`src/rtl/cos_dio_pkg.sv`:
```
package cos_dio_pkg;
    localparam int LINES_PER_BANK = 8;
    localparam int ISO_BANKS      = 3;
    localparam int NUM_BANKS      = ISO_BANKS + 1;
    localparam int ISO_W          = ISO_BANKS * LINES_PER_BANK;
    localparam int ALL_W          = NUM_BANKS * LINES_PER_BANK;

    localparam logic [3:0] A_OUT0   = 4'h0;
    localparam logic [3:0] A_TTLOUT = 4'h3;
    localparam logic [3:0] A_IN0    = 4'h4;
    localparam logic [3:0] A_TTLIN  = 4'h7;
    localparam logic [3:0] A_STAT0  = 4'h8;
    localparam logic [3:0] A_CTRL   = 4'hC;
    localparam logic [3:0] A_EDGEEN = 4'hE;
    localparam logic [3:0] A_SRST   = 4'hF;
    localparam int         DIR_BIT  = 1;

    typedef struct packed {
        logic out_lat;
        logic ttl_lat;
        logic stat_ack;
        logic ctrl;
        logic edge_en;
        logic srst;
    } wr_dec_t;

    function automatic wr_dec_t decode_wr(input logic wr, input logic [7:0] a);
        wr_dec_t d;
        logic    hit;
        hit        = wr && (a[7:4] == 4'h0);
        d.out_lat  = hit && (a[3:0] <  A_TTLOUT);
        d.ttl_lat  = hit && (a[3:0] == A_TTLOUT);
        d.stat_ack = hit && (a[3:2] == A_STAT0[3:2]);
        d.ctrl     = hit && (a[3:0] == A_CTRL);
        d.edge_en  = hit && (a[3:0] == A_EDGEEN);
        d.srst     = hit && (a[3:0] == A_SRST);
        return d;
    endfunction
endpackage

```
`src/rtl/cos_dio_sync.sv`:
```
module cos_dio_sync #(
    parameter int WIDTH = 8
) (
    input  logic             clk,
    input  logic             rst,
    input  logic [WIDTH-1:0] din,
    output logic [WIDTH-1:0] dout
);
    logic [WIDTH-1:0] meta_q;

    always_ff @(posedge clk) begin
        if (rst) begin
            meta_q <= '0;
            dout   <= '0;
        end else begin
            meta_q <= din;
            dout   <= meta_q;
        end
    end
endmodule

```
`src/rtl/cos_dio_edge_bank.sv`:
```
module cos_dio_edge_bank #(
    parameter int WIDTH = 8
) (
    input  logic             clk,
    input  logic             rst,
    input  logic             srst,
    input  logic [WIDTH-1:0] lines,
    input  logic             rise_en,
    input  logic             fall_en,
    input  logic [WIDTH-1:0] ack,
    output logic [WIDTH-1:0] status
);
    logic [WIDTH-1:0] prev_q;
    logic [WIDTH-1:0] hit;

    always_comb begin
        hit = ({WIDTH{rise_en}} & lines & ~prev_q)
            | ({WIDTH{fall_en}} & ~lines & prev_q);
    end

    always_ff @(posedge clk) begin
        if (rst) prev_q <= '0;
        else     prev_q <= lines;
    end

    always_ff @(posedge clk) begin
        if (rst || srst) status <= '0;
        else             status <= (status & ~ack) | hit;
    end
endmodule

```
`src/rtl/cos_dio_regbank.sv`:
```
module cos_dio_regbank
    import cos_dio_pkg::*;
(
    input  logic              clk,
    input  logic              rst,
    input  logic [7:0]        addr,
    input  logic [7:0]        wdata,
    input  logic              wr_en,
    input  logic              rd_en,
    output logic [7:0]        rdata,
    output logic              irq,
    output logic [ISO_W-1:0]  out_pins,
    input  logic [ISO_W-1:0]  iso_in,
    input  logic [LINES_PER_BANK-1:0] ttl_in,
    output logic [LINES_PER_BANK-1:0] ttl_out,
    output logic              ttl_oe
);
    localparam int LB = LINES_PER_BANK;

    wr_dec_t          dec;
    logic [ALL_W-1:0] lines_s;
    logic [ALL_W-1:0] status;
    logic [7:0]       edge_en_q;
    logic             dir_q;

    assign dec = decode_wr(wr_en, addr);

    cos_dio_sync #(.WIDTH(ALL_W)) sync_i (
        .clk (clk),
        .rst (rst),
        .din ({ttl_in, iso_in}),
        .dout(lines_s)
    );

    for (genvar b = 0; b < NUM_BANKS; b++) begin : g_bank
        logic [LB-1:0] ack_b;
        assign ack_b = (dec.stat_ack && (addr[1:0] == 2'(b))) ? wdata[LB-1:0] : '0;
        cos_dio_edge_bank #(.WIDTH(LB)) edge_i (
            .clk    (clk),
            .rst    (rst),
            .srst   (dec.srst),
            .lines  (lines_s[b*LB +: LB]),
            .rise_en(edge_en_q[b]),
            .fall_en(edge_en_q[b+4]),
            .ack    (ack_b),
            .status (status[b*LB +: LB])
        );
    end

    always_ff @(posedge clk) begin
        if (rst || dec.srst) begin
            out_pins  <= '0;
            ttl_out   <= '0;
            dir_q     <= 1'b0;
            edge_en_q <= '0;
        end else begin
            if (dec.out_lat) out_pins[int'(addr[1:0])*LB +: LB] <= wdata[LB-1:0];
            if (dec.ttl_lat) ttl_out   <= wdata[LB-1:0];
            if (dec.ctrl)    dir_q     <= wdata[DIR_BIT];
            if (dec.edge_en) edge_en_q <= wdata;
        end
    end

    assign ttl_oe = dir_q;
    assign irq    = |status;

    always_comb begin
        rdata = '0;
        if (rd_en && addr[7:4] == 4'h0) begin
            unique case (addr[3:2])
                2'b00: begin
                    if (addr[1:0] == A_TTLOUT[1:0]) rdata = ttl_out;
                    else                            rdata = out_pins[int'(addr[1:0])*LB +: LB];
                end
                2'b01: begin
                    if (addr[1:0] == A_TTLIN[1:0]) rdata = dir_q ? ttl_out : lines_s[ISO_W +: LB];
                    else                           rdata = lines_s[int'(addr[1:0])*LB +: LB];
                end
                2'b10: rdata = status[int'(addr[1:0])*LB +: LB];
                default: begin
                    if (addr[3:0] == A_CTRL)        rdata[DIR_BIT] = dir_q;
                    else if (addr[3:0] == A_EDGEEN) rdata = edge_en_q;
                end
            endcase
        end
    end
endmodule

```
`config.mk`:
```
export PLATFORM = sky130hd
export DESIGN_NAME = cos_dio_regbank
export DESIGN_NICKNAME = d
export VERILOG_FILES = /design/src/rtl/cos_dio_pkg.sv /design/src/rtl/cos_dio_sync.sv /design/src/rtl/cos_dio_edge_bank.sv /design/src/rtl/cos_dio_regbank.sv
export SDC_FILE = /design/constraint.sdc
export NUM_CORES = 1
export LEC_CHECK = 0
export ABC_AREA = 1
export BUFFER_PORTS_ARGS = -buffer_cell sky130_fd_sc_hd__buf_2
export CORE_UTILIZATION = 40
export CTS_BUF_LIST = sky130_fd_sc_hd__clkbuf_4 sky130_fd_sc_hd__clkbuf_8
export CTS_CLUSTER_DIAMETER = 100
export DETAILED_ROUTE_END_ITERATION = 8
export GPL_ROUTABILITY_DRIVEN = 0
export SYNTH_ARGS = -nofsm -noshare
export SYNTH_HDL_FRONTEND = slang
export SYNTH_SLANG_ARGS = --single-unit
export TNS_END_PERCENT = 100
```
`constraint.sdc`:
```
create_clock -name clk -period 1.7 [get_ports clk]
set_input_delay 0 -clock clk [delete_from_list [all_inputs] [get_ports clk]]
set_output_delay 0 -clock clk [all_outputs]
set_load 0.05 [all_outputs]
```
==> results.md <==
- Hold Crit Class: in -> reg
- Pre-CTS setup slack: -0.00479 ns
- Leak: 4.33 nW
- Drt drc: 0
- Multi-input gate area: 0.00356 sq mm
- IO buf count: 93
- Dpl cells: 1443
- Root Buffer: clkbuf_8
- DR vias: 7303
- First-pass GRT wire length: about 35 mm
- Clock Pin Slew Worst Setup and Hold Paths: 0.09 ns
- F_max: 562 MHz
- Status: complete, but fails checks
- Final hold vios: 0
- Nets: 1332
- Yosys top cell area share: 44.5%
- Boundary Pins: 94
- Die Ht: 140 um
- Die area: 0.0196 sq mm
- DIE WIDTH: 140 um
- Crit Path Max Fanout: 5
- Post-Synthesis Cells: 1140
- Violated checks: negative setup slack
- Layout Cells excl Fill: 1521
- Post-DRT Antenna Nets: 0
- Sequential share of the synthesized area: 44.5%
- CTS HTree Levels: 4
- Routed WL: between 20 and 25 mm
- CP endpoint kind: output pin
- Setup Skew: 0.00593 ns
- Final period util: 105%
- Final min period: 1.78 ns
- Syn_area_per_cell: approximately 6.7 sq um
- Area leader, netlist: dfxtp_1
- Slew headroom: 65.3%
- Avg WL per Cell: between 10 and 15 um
- ANT cells: 0
- Mapped cell area: 0.00760 sq mm
- Num CTS Buffers: 17
- Total Routing Usage GR: 23.2%
- Asr flop ratio synth: 0%
- Final setup viols: 4
- Post-synth cell types: 31
- Max-cap check violation count: 0
- Pwr Total: between 7 and 8 mW
- Worst-Skew Late Latency: 0.45 ns
- Crit Path Category: reg -> out
- Synth Warn #: 0
- Row count: 50
- CP Data Arrival Time: between 1.5 and 2 ns
- Initial antenna violation count: 0
- CTS tree: built
- Yosys reg bits: between 150 and 200
- Area Growth Syn to Fin: 26.5%
- Clock Path Buffers: 2
- Synth Net Count: 1197
- Final Slew Violations: 0
- Congestion Overflow GR: 0
- Vias in the first global route: 6741
- Core Box Area: 0.0186 sq mm
- Worst-Margin Slew: 0.519 ns
- Filler cell count in the final layout: 1877
- Final hold slack: approximately 0.026 ns
- TritonRoute pass-1 iters: 8
- Data required, critical path: approximately 1.7 ns
- Largest net degree at the start of global routing: 97
- Final worst slack: -0.0805 ns
- Peak supply drop: 0.000463 V
- Crit path launch type: register
- Primary FF master, synth: dfxtp_1
- Vias per inst: 4.80
- RSZ-0062 raised after global routing: yes
- PD cells: between 800 and 900 mW/mm^2
- Initial Util: 40.8%
- Layout cells sized above 1: 21.6%
- Number of synthesized flops with an enable pin: 0
- Hpwl dp: 15.8 mm
- Main area contributors after synthesis: dfxtp_1, nand2_1, nor2_1
- Storage cell area: 0.00343 sq mm
- 1st-iter DRT viols: 533
- TritonCTS Sinks: 169
-- cells by family (layout without fill, tap and decap cells) --
kind of cell | Yosys count | count (layout) | synth area share, %
AND/OR/NAND/NOR | 598 | 598 | 32.2
buffers and inverters | 217 | 364 | 11.9
flip-flops | 169 | 169 | 44.5
AO/OA/AOI/OAI | 151 | 151 | 10.6
adder cells (fa/ha/maj) | 5 | 5 | 0.823
-- state kept, by name (all words and copies together), names as in the netlist --
signal and count:
ttl_oe 1, g_bank.edge_i.prev_q 32, sync_i.meta_q 32, sync_i.dout 32
ttl_out 8, out_pins 24, g_bank.edge_i.status 32, edge_en_q 8
-- synthesized netlist by cell type (2+ instances only) --
cell	number
o21ai_0	38
nand4_1	2
nor4_1	8
buf_1	8
a21oi_1	78
buf_4	5
o211ai_1	2
dfxtp_1	169
a31oi_1	32
buf_6	5
nor2_1	217
inv_1	151
clkbuf_1	17
nand2_1	290
buf_2	23
nor2_4	4
ha_1	5
nand3_1	69
inv_2	5
-- through the flow --
stage | area (sq um) | utilization, % | setup TNS [ns]
global route | 9620 | 51.6 | -0.730
floorplan | 7680 | - | 0
global placement | 8460 | 45.4 | 0
detailed placement | 8460 | 45.4 | -0.00858
CTS | 9480 | 50.9 | -0.0478
finish | 9620 | 51.6 | -0.140
-- worst max-delay path: stages (launching register included) --
cell and delay, ns:
dfxtp_4 0.40, clkinvlp_4 0.16, a21oi_2 0.21, o21ai_1 0.10
nand2_1 0.08, nand2_2 0.06, a21oi_4 0.15, buf_6 0.18
-- timing repair --
action | 4_1_cts | 5_1_grt
setup buffers | 2 | 3
hold endpoints to repair | 55 | 0
pin swaps | 25 | 19
resized for setup | 66 | 53
endpoints found under the setup margin | 9 | 9
cloned | 1 | 0
hold buffers | 41 | 0
-- final timing paths --
kind	start	depth (start not counted)	end	slack, ns
worst max register to register	edge_en_q[2]	5	g_bank[2].edge_i.status[3]	0.60
worst min-delay path	addr[2]	4	ttl_out[4]	0.03
worst min register to register	sync_i.meta_q[12]	2	sync_i.dout[12]	0.39
worst max-delay path	ttl_oe	7	rdata[3]	-0.08
-- cell type report --
type	instances	area share (%)
Tap cell	234	3.04
Clock buffer	22	3.02
Multi-Input combinational cell	754	37.0
Sequential cell	169	35.7
Clock inverter	9	1.44
Timing Repair inverter	1	0.0781
Timing Repair Buffer	174	13.5
Inverter	158	6.23
-- metal layers --
metal	vias to the layer above	GRT usage (%)	share of wire (%)
met3	47	4.13	6.0
met5	-	0	0
met2	259	37.8	46
met4	0	10.5	3.4
li1	3782	-	-
met1	3215	29.7	44
-- cells in the final DEF (no fill, tap or decap), drive strengths merged, types with 5 or more instances in the layout --
master | synthesis | layout
nor4 | 8 | 8
nand3 | 70 | 70
a21oi | 79 | 79
inv | 157 | 157
nor2 | 223 | 223
a31oi | 32 | 32
nand2 | 291 | 291
ha | 5 | 5
clkbuf | 18 | 22
dlygate4sd3 | 0 | 41
buf | 41 | 133
clkinvlp | 0 | 5
dfxtp | 169 | 169
o21ai | 38 | 38
-- power by group --
part	leakage [nW]	internal, mW	switching, mW	total [mW]
clock network	0.209	1.61	1.46	3.07
logic	2.73	0.307	0.535	0.842
registers	1.40	4.05	0.0370	4.09
(Power assumes the default switching activity.)
